`config.mk`:
```
export PLATFORM = sky130hd
export DESIGN_NAME = lcd_frame_timer
export DESIGN_NICKNAME = d
export VERILOG_FILES = /design/src/rtl/lft_pkg.sv /design/src/rtl/lft_prescaler.sv /design/src/rtl/lft_wrap_counter.sv /design/src/rtl/lcd_frame_timer.sv
export SDC_FILE = /design/constraint.sdc
export NUM_CORES = 1
export LEC_CHECK = 0
export CORE_ASPECT_RATIO = 1.1
export CORE_MARGIN = 2
export CORE_UTILIZATION = 58
export CTS_CLUSTER_SIZE = 25
export DETAILED_ROUTE_END_ITERATION = 6
export DONT_BUFFER_PORTS = 1
export HOLD_SLACK_MARGIN = 0.08
export PLACE_DENSITY = 0.72
export SYNTH_ARGS = -nofsm -noshare
export SYNTH_HDL_FRONTEND = slang
export SYNTH_SLANG_ARGS = --single-unit
export TNS_END_PERCENT = 5
```
`constraint.sdc`:
```
create_clock -name clk -period 15.9 [get_ports clk]
set_input_delay 3.18 -clock clk [delete_from_list [all_inputs] [get_ports clk]]
set_output_delay 3.18 -clock clk [all_outputs]
set_load 0.02 [all_outputs]
```
`src/rtl/lft_pkg.sv`:
```
package lft_pkg;
  localparam int unsigned PITCH_MIN = 6;
  localparam int unsigned PITCH_MAX = 8;
  localparam int unsigned BYTES_MIN = 2;
  localparam int unsigned BYTES_MAX = 10;
  localparam int unsigned DUTY_MIN  = 2;
  localparam int unsigned DUTY_MAX  = 65;
  localparam int unsigned DOTS_MAX  = PITCH_MAX * BYTES_MAX;

  function automatic int unsigned clamp_range(int unsigned v, int unsigned lo, int unsigned hi);
    if (v < lo) return lo;
    if (v > hi) return hi;
    return v;
  endfunction

  // pitch outside the legal set falls back to the widest value
  function automatic int unsigned pitch_of(int unsigned field_m1);
    if (field_m1 + 1 >= PITCH_MIN && field_m1 + 1 <= PITCH_MAX) return field_m1 + 1;
    return PITCH_MAX;
  endfunction
endpackage

```
`src/rtl/lft_prescaler.sv`:
```
module lft_prescaler #(
  parameter int SEL_W = 3
) (
  input  logic             clk,
  input  logic             rst,
  input  logic             hold,
  input  logic             run,
  input  logic [SEL_W-1:0] sel,
  output logic             step_c,
  output logic             tick_q
);
  localparam int CNT_W = (1 << SEL_W) - 1;

  logic [CNT_W-1:0] cnt_q;
  logic [CNT_W-1:0] mask;
  logic [CNT_W:0]   one_sh;
  logic [SEL_W-1:0] sel_q;
  logic             restart;

  always_comb begin
    one_sh  = (CNT_W+1)'(1) << sel;
    mask    = CNT_W'(one_sh - (CNT_W+1)'(1));
    restart = (sel != sel_q) || !run;
    step_c  = !hold && !restart && ((cnt_q & mask) == mask);
  end

  always_ff @(posedge clk) begin
    if (rst) begin
      cnt_q  <= '0;
      sel_q  <= '0;
      tick_q <= 1'b0;
    end else if (!hold) begin
      tick_q <= step_c;
      if (restart) begin
        cnt_q <= '0;
        sel_q <= sel;
      end else begin
        cnt_q <= cnt_q + 1'b1;
      end
    end
  end
endmodule

```
`src/rtl/lft_wrap_counter.sv`:
```
module lft_wrap_counter #(
  parameter int W = 7
) (
  input  logic         clk,
  input  logic         rst,
  input  logic         hold,
  input  logic         clr,
  input  logic         step,
  input  logic [W-1:0] last,
  output logic         wrap_c,
  output logic         wrap_q
);
  logic [W-1:0] cnt_q;

  // >= so a shrinking limit mid-count still wraps promptly
  always_comb wrap_c = !hold && !clr && step && (cnt_q >= last);

  always_ff @(posedge clk) begin
    if (rst) begin
      cnt_q  <= '0;
      wrap_q <= 1'b0;
    end else if (!hold) begin
      if (clr) begin
        cnt_q  <= '0;
        wrap_q <= 1'b0;
      end else begin
        wrap_q <= wrap_c;
        if (step) cnt_q <= wrap_c ? '0 : cnt_q + 1'b1;
      end
    end
  end
endmodule

```
`src/rtl/lcd_frame_timer.sv`:
```
module lcd_frame_timer
  import lft_pkg::*;
#(
  parameter int DIV_SEL_W = 3,
  parameter int PITCH_W   = 3,
  parameter int BYTES_W   = 4,
  parameter int DUTY_W    = 7
) (
  input  logic                 clk,
  input  logic                 rst,
  input  logic                 run_i,
  input  logic                 disp_on_i,
  input  logic                 standby_i,
  input  logic [DIV_SEL_W-1:0] div_sel_i,
  input  logic [PITCH_W-1:0]   pitch_m1_i,
  input  logic [BYTES_W-1:0]   bytes_m1_i,
  input  logic [DUTY_W-1:0]    duty_m1_i,
  output logic                 cl2_o,
  output logic                 line_stb_o,
  output logic                 frame_stb_o,
  output logic                 frame_m_o,
  output logic                 disp_act_o
);
  localparam int DOT_W  = $clog2(DOTS_MAX + 1);
  localparam int LINE_W = $clog2(DUTY_MAX + 1);

  logic              hold;
  logic              clr;
  logic              pre_step;
  logic              dot_wrap_c;
  logic              line_wrap_c;
  logic [DOT_W-1:0]  dot_last;
  logic [LINE_W-1:0] line_last;
  logic              m_q;
  logic              act_q;

  assign hold = standby_i;
  assign clr  = !run_i;

  always_comb begin
    int unsigned p, b, d;
    p = pitch_of(int'(pitch_m1_i));
    b = clamp_range(int'(bytes_m1_i) + 1, BYTES_MIN, BYTES_MAX);
    d = clamp_range(int'(duty_m1_i) + 1, DUTY_MIN, DUTY_MAX);
    dot_last  = DOT_W'(p * b - 1);
    line_last = LINE_W'(d - 1);
  end

  lft_prescaler #(.SEL_W(DIV_SEL_W)) pre_i (
    .clk(clk), .rst(rst), .hold(hold), .run(run_i), .sel(div_sel_i),
    .step_c(pre_step), .tick_q(cl2_o)
  );

  lft_wrap_counter #(.W(DOT_W)) dot_i (
    .clk(clk), .rst(rst), .hold(hold), .clr(clr), .step(pre_step),
    .last(dot_last), .wrap_c(dot_wrap_c), .wrap_q(line_stb_o)
  );

  lft_wrap_counter #(.W(LINE_W)) line_i (
    .clk(clk), .rst(rst), .hold(hold), .clr(clr), .step(dot_wrap_c),
    .last(line_last), .wrap_c(line_wrap_c), .wrap_q(frame_stb_o)
  );

  always_ff @(posedge clk) begin
    if (rst) begin
      m_q   <= 1'b0;
      act_q <= 1'b0;
    end else begin
      act_q <= run_i && disp_on_i && !standby_i;
      if (!hold) begin
        if (clr)              m_q <= 1'b0;
        else if (line_wrap_c) m_q <= !m_q;
      end
    end
  end

  assign frame_m_o  = m_q;
  assign disp_act_o = act_q;
endmodule

```
# Word level (Yosys, flattened, before mapping)
# Index checks and enable logic that the tools add are counted.
# totals
reg_bits	29
input_bits	22
out_inout_bits	5
wordCells	82
# op_classes
add_sub_neg	9
multipliers	1
order_cmp	8
eq_ne	5
n_shift	1
muxes	28
bitwise_logic	2
n_reduce_logical	19
# ops
op	n
$mux 32	4
$mux 7	10
$ge 32x3->1 const B	1
$le 32x4->1 const B	1
$mul 32x32->7	1
$add 7x1->7 const B	3
$sub 7x1->7 const B	3
$ge 7x7->1	2
$mux 1	11
$logic_and 1x1->1	10
$add 7x1->8 const B	1
$gt 8x7->1 const B	1
$lt 8x2->1 const B	1
$reduce_and 2->1	4
$and 7x7->7	1
$eq 7x7->1	1
$shl 1x3->7 const A	1
$ne 2x1->1 const B	3
$add 4x1->5 const B	1
$gt 5x4->1 const B	1
$lt 5x2->1 const B	1
$add 3x1->4 const B	1
$logic_not 1->1	4
$mux 2	2
4 further kinds	4

# Depth between registers and ports, before layout
# Gate-level depths: netlist of the first run.
# logic_depth
ltp_word	15
depth_mapped	27
depth_no_buf	26

# By module
# A second synthesis of the first run with hierarchy kept.
# unflattened
hier_cells	391
hier_area_um2	3158.0
# modules_own_cells
mod	instances	cells_each	area_each_um2	seq_area_each_um2
lcd_frame_timer	1	174	1267.5	40.0
lft_wrap_counter	2	71	595.6	160.2
lft_prescaler	1	75	699.4	220.2

# Least setup slack after synthesis of the first run
# OpenSTA, ideal clock, no wires.
# synth_path
path_kind	in2reg
startpoint	input port pitch_m1_i[0]
endpoint	register line_i.cnt_q[5]
arrival_ns	7.980
t_required_ns	15.822
slack_ns	7.842
cell_stages	26
n_path_buf	1
path_cell_list	ha_1 > nand2b_1 > mux2i_1 > a21oi_1 > nor2_1 > nand2_1 > ha_1 > inv_1 > fa_1 > inv_1 > fa_1 > inv_1 > ha_1 > inv_1 > nor2_1 > nor2_1 > xor2_1 > ha_1 > nand3_1 > nand2_1 > a41oi_1 > or4_1 > buf_2 > a2111o_1 > mux2i_1 > nor3_1
# synth_between
elab_chain_cells	14
elab_cells_between_ends	18
# synth_rtl
element	line	rtl
start, declared	lcd_frame_timer.sv:15	input logic [PITCH_W-1:0] pitch_m1_i,
$add 3x1->4 (*)	lft_pkg.sv:18	if (field_m1 + 1 >= PITCH_MIN && field_m1 + 1 <= PITCH_MAX) return field_m1 + 1;
$ge 32x3->1 / $le 32x4->1 (equally long branches)	lft_pkg.sv:18	
$logic_and 1x1->1	lft_pkg.sv:18	
$mux 4 / $mux 1 (equally long branches)	lft_pkg.sv:18	
$mux 32 (*)	lft_pkg.sv:19	return PITCH_MAX;
$mul 32x32->7 (*)	lcd_frame_timer.sv:45	dot_last = DOT_W'(p * b - 1);
$sub 7x1->7 (*)	lcd_frame_timer.sv:45	
$ge 7x7->1 (*)	lft_wrap_counter.sv:16	always_comb wrap_c = !hold && !clr && step && (cnt_q >= last);
$logic_and 1x1->1 (*)	lft_wrap_counter.sv:16	
$logic_and 1x1->1 (2 in a row)	lft_wrap_counter.sv:16	
$mux 7 (2 in a row)	lft_wrap_counter.sv:28	if (step) cnt_q <= wrap_c ? '0 : cnt_q + 1'b1;
$mux 7	lft_wrap_counter.sv:23	if (clr) begin
end signal, assigned	lft_wrap_counter.sv:28	
end, declared	lft_wrap_counter.sv:13	logic [W-1:0] cnt_q;
# Mark *: on every way between the ends. The rest lies on a longest branch, timed or not. The select of a mux whose other input is x is not followed.
# A chain may end at the register's enable or synchronous reset.

# Worst setup path after layout of the first run
# Ends and elaborated chain as after synthesis.

==> impl_metrics.tcl, run 1 <==
set metrics [dict create \
    place_hpwl_um 4338 \
    setup_slack_ns 7.812 \
    ir_drop_mv 0.05248 \
    seq_power_share_pct 38.2 \
    synth_top_family_by_area "simple AND/OR/NAND/NOR gates" \
    via_per_inst 5.662 \
    cts.clk_slew.worst_paths_ns 0.07 \
    synthMuxAreaShare_pct 4.102 \
    end_kind "flop" \
    fin_crit_ns 8.088 \
    internal-power_mw 0.1307 \
    grt_usage_pct 21.26 \
    power_density_nw_per_um2 66.73 \
    grt_start_max_net_pins 24 \
    clkSinkCount 29 \
    final_common_cell "nor2_1" \
    synthDistinctLibCells 50 \
    die_area_um2 5412 \
    power_leakage_nw 1.252 \
    max_slew.worst_pin.slew_ns 0.5249 \
    synth_nets 418 \
    cp.arrival_ns 8.30 \
    pre_cts_slack_ns 7.500 \
    power.clock.fraction_pct 30.4 \
    synthSimpleGateAreaFrac_pct 23.50 \
    fill_cells 417 \
    p_comb_share_pct 31.4 \
    holdBufCountCts 0 \
    syn2layout_area_growth_pct 3.611 \
    first_global_vias 2293 \
    cts-root-buf "clkbuf_8" \
    synth_compound_area_share_pct 15.47 \
    worstSetupStartpointType "input port" \
    drc 0 \
    syn-cell-area_um2 2806 \
    dr.first_iter.drc_count 71 \
    gp_congestion 0.7963 \
    synth_seq_area_share_pct 20.69 \
    drv_slew 0 \
    cp.required_ns 16.12 \
    synth_fa_ha_area_share_pct 20.60 \
    synth_seq_cells 29 \
    yosysWarnings 0 \
    hold_viol 0 \
    drt_pass1_iterations 4 \
    fp.coreArea_um2 4652 \
    initial_core_util_pct 60.33 \
    ff2ff_setup_slack_ns 13.24 \
    synth_xor_area_share_pct 9.675 \
    finalCritPeriodShare_pct 50.87 \
    cp_max_fo 7 \
    status "finished clean" \
    io_pins 27 \
    cts_buffer_depth 2 \
    hp-class "reg2reg" \
    finalSetupViolations 0 \
    multi_input_area_um2 2066 \
    die_h_um 76.96 \
    diodes 0 \
    grt_pass1_wl_um 9522 \
    synth_edf_count 0 \
    synth_cells 354 \
    antenna_found_initial 0 \
    grt-ovfl-total 0 \
    layout_common_cells "38 x nor2_1, 35 x nand2_1, 35 x ha_1, 29 x dfxtp_1" \
    post_cts_buffers 0 \
    clkLatencyLatePin_ns 0.28 \
    wl_per_cell_um 13.07 \
    fmax_ghz 0.1236 \
    tns_ns 0 \
    htreeDepth 2 \
    cts_tree "yes" \
    rows 26 \
    slew_headroom_pct 64.74 \
    cts_resized 0 \
    seq_area_um2 580.6 \
    rsz0062_at_grt "false" \
    avgSynthCellArea_um2 7.928 \
    sw_frac_of_total_pct 32.64 \
    async_flop_share_pct 0 \
    antenna_left 0 \
    nets 415 \
    die_x_um 70.33 \
    finalWirelength_um 5333 \
    cts_buffers 5 \
    drive_gt1_share_pct 5.114 \
    via_count 2310 \
    whs_ns 0.4804 \
    synthFlopType "dfxtp_1" \
    skew_ns 0.008478 \
    max_cap_violations 0 \
    stdcell_count 408 \
    place_inst 400 \
    io_buffers 0 \
    p_sw_mw 0.06332 \
    criticalPathCategory "in2reg" \
]
cells by family after synthesis:
kind of cell | count (synthesis)
AND/OR/NAND/NOR | 133
flip-flops | 29
buffers and inverters | 38
adder cells (fa/ha/maj) | 42
AO/OA/AOI/OAI | 68
multiplexers | 11
other | 2
XOR/XNOR | 31
power groups by stage:
stage	logic (mW)	clock network (mW)	registers [mW]
after floorplan	0.0531	0	0.0757
after global placement	0.0592	0	0.0758
after detailed placement	0.0612	0	0.0758
after CTS	0.0616	0.0613	0.0742
after global routing	0.0703	0.0637	0.0742
final	0.0609	0.0590	0.0742
registers in the layout, summed over array words and instances, names as in the netlist:
register,count
pre_i.tick_q,1
dot_i.cnt_q,7
line_i.wrap_q,1
line_i.cnt_q,7
frame_m_o,1
pre_i.sel_q,3
pre_i.cnt_q,7
dot_i.wrap_q,1
disp_act_o,1
metal layers:
metal  vias up  share of wire (%)  global-route usage [%]
li1       1222                  -                       -
met1      1036                 44                   24.65
met2        41                 50                   38.49
met3        11                3.5                   3.417
met4         0                2.1                   8.269
met5         -                  0                       0
synthesized netlist by cell type, types with 2 or more instances:
cell / count / area (um2)
a2111o_1: 2 / 22.52
a211oi_1: 2 / 15.01
a21o_1: 4 / 30.03
a21oi_1: 27 / 135.1
a31oi_1: 3 / 18.77
and2_1: 6 / 37.54
and3_1: 6 / 37.54
buf_2: 2 / 10.01
buf_6: 2 / 22.52
clkbuf_1: 6 / 22.52
conb_1: 2 / 7.510
dfxtp_1: 29 / 580.6
fa_1: 7 / 140.1
ha_1: 35 / 437.9
inv_1: 27 / 101.4
mux2_2: 4 / 45.04
mux2i_1: 7 / 70.07
nand2_1: 35 / 131.4
nand2b_1: 5 / 31.28
nand3_1: 13 / 65.06
nand4_1: 4 / 25.02
nor2_1: 38 / 142.6
nor2b_1: 7 / 43.79
nor3_1: 7 / 35.03
o21a_1: 2 / 15.01
o21ai_0: 12 / 60.06
o21bai_1: 4 / 30.03
o22ai_1: 2 / 12.51
o31ai_1: 2 / 15.01
or4_1: 3 / 22.52
xnor2_1: 14 / 122.6
xor2_1: 17 / 148.9
cell type report:
type	count	share of cell area (%)
Inverter	28	3.614
Clock inverter	3	0.6024
Sequential cell	29	19.97
Clock buffer	5	2.367
Multi-Input combinational cell	287	71.04
Tap cell	56	2.410
stage by stage:
step	power, mW	utilization [%]	cell area [um2]
6_report	0.1940	62.51	2908
5_1_grt	0.2082	62.51	2908
4_1_cts	0.1970	62.51	2908
3_5_place_dp	0.1370	60.65	2821
3_3_place_gp	0.1350	60.65	2821
2_1_floorplan	0.1288	-	2806
critical path, cell delays in order:
cell and delay, ns:
ha_1 0.21, nand2b_1 0.17, mux2i_1 0.13, a21oi_1 0.15, nor2_1 0.25, nand2_1 0.09, ha_1 0.31, fa_1 0.51
inv_1 0.05, fa_1 0.46, ha_1 0.35, a21oi_1 0.21, o21bai_1 0.08, a21oi_1 0.18, xnor2_1 0.14, ha_1 0.18
a211oi_1 0.05, nand2_1 0.06, a41oi_1 0.06, or4_1 0.68, a2111o_1 0.50, mux2i_1 0.13, nor3_1 0.15
worst paths after layout:
check,from,endpoint,depth (start not counted)
worst max-delay path,pitch_m1_i[0],line_i.cnt_q[5]$_SDFFE_PP0P_,23
worst min register to register,dot_i.cnt_q[0]$_SDFFE_PP0P_,dot_i.cnt_q[0]$_SDFFE_PP0P_,2
worst max register to register,dot_i.cnt_q[0]$_SDFFE_PP0P_,line_i.cnt_q[5]$_SDFFE_PP0P_,9
worst min-delay path,dot_i.cnt_q[0]$_SDFFE_PP0P_,dot_i.cnt_q[0]$_SDFFE_PP0P_,2
Note: power is estimated with default switching activity, not from simulation.
==> inputs of run 2 (changes only) <==
- ABC_AREA: not set -> 1
- clock period: 15.9 -> 8.45 ns (I/O delays scaled with it)
==> run 2 against run 1 <==
  * Sequential power up 90%
  * Register-to-register slack worse by 6.8 ns
  * Sequential share of layout area down 1.6 points
  * Cell count up 28%
  * Largest power group is now combinational logic
  * Critical path type unchanged
  * Global-route usage up 0.42 points
  * Critical path depth up 10
==> impl_metrics.tcl, run 2 <==
set metrics [dict create \
    grt-ovfl-total 0 \
    final_common_cell "nand2_1" \
    power_density_nw_per_um2 135.5 \
    largest_registers "dot_i.cnt_q: 7 flops, line_i.cnt_q: 7 flops, pre_i.cnt_q: 7 flops" \
    hold_viol 0 \
    die_area_um2 5840 \
    met3_usage_pct 4.293 \
    top_usage_layer "met2" \
    die_h_um 79.95 \
    cts_buffers 5 \
    drt_pass1_iterations 4 \
    synth_seq_cells 29 \
    synth_edf_count 0 \
    yosysMostFrequentCell "nand2_1" \
    cp_max_fo 14 \
    cts_resized 0 \
    nets 528 \
    yosysTopAreaCell "dfxtp_1" \
    fmax_ghz 0.1541 \
    power_leakage_nw 1.541 \
    yosysWarnings 0 \
    avgSynthCellArea_um2 6.555 \
    cts_buffer_depth 2 \
    yosys.area.top_type_share_pct 19.09 \
    wl_per_cell_um 11.39 \
    cp.arrival_ns 6.68 \
    cts_tree "yes" \
    drive_gt1_share_pct 6.022 \
    antenna_left 0 \
    tns_ns 0 \
    power.clock.fraction_pct 29.4 \
    drc 0 \
    clkLatencyLatePin_ns 0.28 \
    seq_power_share_pct 32.8 \
    p_sw_mw 0.1504 \
    cp.required_ns 8.64 \
    initial_core_util_pct 60.43 \
    fin_crit_ns 6.491 \
    layout_common_cells "100 x nand2_1, 69 x inv_1, 49 x nor2_1, 43 x nand3_1, 35 x ha_1" \
    gr-usage-met1_pct 29.43 \
    rsz0062_at_grt "false" \
    synthTopCellsByArea "dfxtp_1 19%, ha_1 14%, nand2_1 12%" \
    crit_buf_inv 5 \
    holdBufCountCts 0 \
    htreeDepth 2 \
    p_comb_share_pct 37.7 \
    ir_drop_mv 0.09886 \
    max_slew.worst_pin.slew_ns 0.5812 \
    slew_headroom_pct 60.84 \
    finalSetupViolations 0 \
    hp-class "reg2reg" \
    fp.coreArea_um2 5034 \
    synthDistinctLibCells 37 \
    synth_commonest_cells "100 x nand2_1, 69 x inv_1, 49 x nor2_1, 43 x nand3_1, 35 x ha_1" \
    worstSetupStartpointType "input port" \
    max_cap_violations 0 \
    finalCritPeriodShare_pct 76.82 \
    criticalPathCategory "in2reg" \
    finalWirelength_um 5955 \
    synth_seq_area_share_pct 19.09 \
    fill_cells 486 \
    cpLargestDelayFamily "adder cells" \
    via_per_inst 5.319 \
    internal-power_mw 0.2779 \
    drv_slew 0 \
    grt_pass1_wl_um 10350 \
    use_met2_pct 35.59 \
    first_global_vias 2512 \
    diodes 0 \
    io_pins 27 \
    cp_slowest_stage_delay_ns 0.50 \
    synth_nets 528 \
    async_flop_share_pct 0 \
    cts.clk_slew.worst_paths_ns 0.06 \
    status "finished clean" \
    grt_start_max_net_pins 20 \
    synthFlopType "dfxtp_1" \
    dr.first_iter.drc_count 99 \
    ff2ff_setup_slack_ns 6.43 \
    place_inst 515 \
    cts-root-buf "clkbuf_8" \
    via_count 2782 \
    sw_frac_of_total_pct 35.11 \
    stdcell_count 523 \
    cp_slowest_cell "fa_1" \
    place_hpwl_um 4908 \
    die_x_um 73.05 \
    clkSinkCount 29 \
    end_kind "flop" \
    syn-cell-area_um2 3042 \
    syn2layout_area_growth_pct 3.949 \
    grt_usage_pct 21.68 \
    antenna_found_initial 0 \
    gp_congestion 0.8538 \
    synth_cells 464 \
    rows 27 \
    skew_ns 0.004903 \
    io_buffers 0 \
    post_cts_buffers 0 \
]
==> run 2: changes by cell type after synthesis, sizes merged, moves of 11 or more <==
cell and delta:
inv +45, nand3 +31, nor2 +15, nand4 +11, nand2 +73
==> run 2: worst paths after layout <==
| kind | from | to | depth (start not counted) |
|---|---|---|---|
| max | bytes_m1_i[0] | line_i.cnt_q[0]$_SDFFE_PP0P_ | 33 |
| min | dot_i.cnt_q[6]$_SDFFE_PP0P_ | dot_i.cnt_q[6]$_SDFFE_PP0P_ | 2 |
| max reg2reg | line_i.cnt_q[0]$_SDFFE_PP0P_ | line_i.cnt_q[5]$_SDFFE_PP0P_ | 9 |
| min reg2reg | dot_i.cnt_q[6]$_SDFFE_PP0P_ | dot_i.cnt_q[6]$_SDFFE_PP0P_ | 2 |
==> run 2: metal layers <==
| layer | vias to the layer above | part of all wire, % |
|---|---|---|
| li1 | 1493 | - |
| met2 | 42 | 45 |
| met4 | 0 | 0.64 |
| met3 | 5 | 4.3 |
| met5 | - | 0 |
| met1 | 1242 | 50 |
==> run 2: stage by stage <==
| stage | setup slack (ns) | instance area, um2 | hold WS, ns | utilization [%] | total power [mW] |
|---|---|---|---|---|---|
| final | 1.959 | 3162 | 0.5013 | 62.81 | 0.4283 |
| after global routing | 1.484 | 3162 | 0.5234 | 62.81 | 0.4642 |
| after CTS | 1.951 | 3162 | 0.5014 | 62.81 | 0.4326 |
| after detailed placement | 1.681 | 3060 | 0.4933 | 60.80 | 0.3065 |
| after global placement | 1.791 | 3060 | 0.4815 | 60.80 | 0.3032 |
| after floorplan | 2.108 | 3042 | 0.4710 | - | 0.2839 |
==> run 2: cells by family (layout without fill, tap and decap cells) <==
logic type | count (synthesis) | count (layout) | share of synthesized area [%]
AND/OR/NAND/NOR | 232 | 232 | 33.98
XOR/XNOR | 24 | 24 | 7.158
other | 2 | 2 | 0.2469
adder cells (fa/ha/maj) | 42 | 42 | 19.00
buffers and inverters | 82 | 83 | 11.11
flip-flops | 29 | 29 | 19.09
AO/OA/AOI/OAI | 53 | 53 | 9.420
==> run 2: final cells by class <==
cell class / instances / area, um2 / area share [%]
Clock buffer: 7 / 96.34 / 3.047
Sequential cell: 29 / 580.6 / 18.36
Multi-Input combinational cell: 353 / 2123 / 67.15
Clock inverter: 1 / 5.005 / 0.1583
Tap cell: 58 / 72.57 / 2.295
Inverter: 75 / 284.0 / 8.983
==> run 2: worst register-to-register path, cell delays in order (launching register included) <==
cell and delay (ns):
dfxtp_1 0.38, inv_1 0.08, ha_1 0.28, nand2_1 0.05, o311ai_0 0.46, nand3_1 0.23
nand2_1 0.14, nand2_1 0.06, nand2_1 0.17, nor2_1 0.08
==> run 2: power groups by stage <==
stage	Clock (mW)	Combinational [mW]	Sequential [mW]
after floorplan	0	0.141	0.143
after global placement	0	0.160	0.144
after detailed placement	0	0.163	0.144
after CTS	0.128	0.164	0.141
after global routing	0.133	0.190	0.141
final	0.126	0.162	0.141
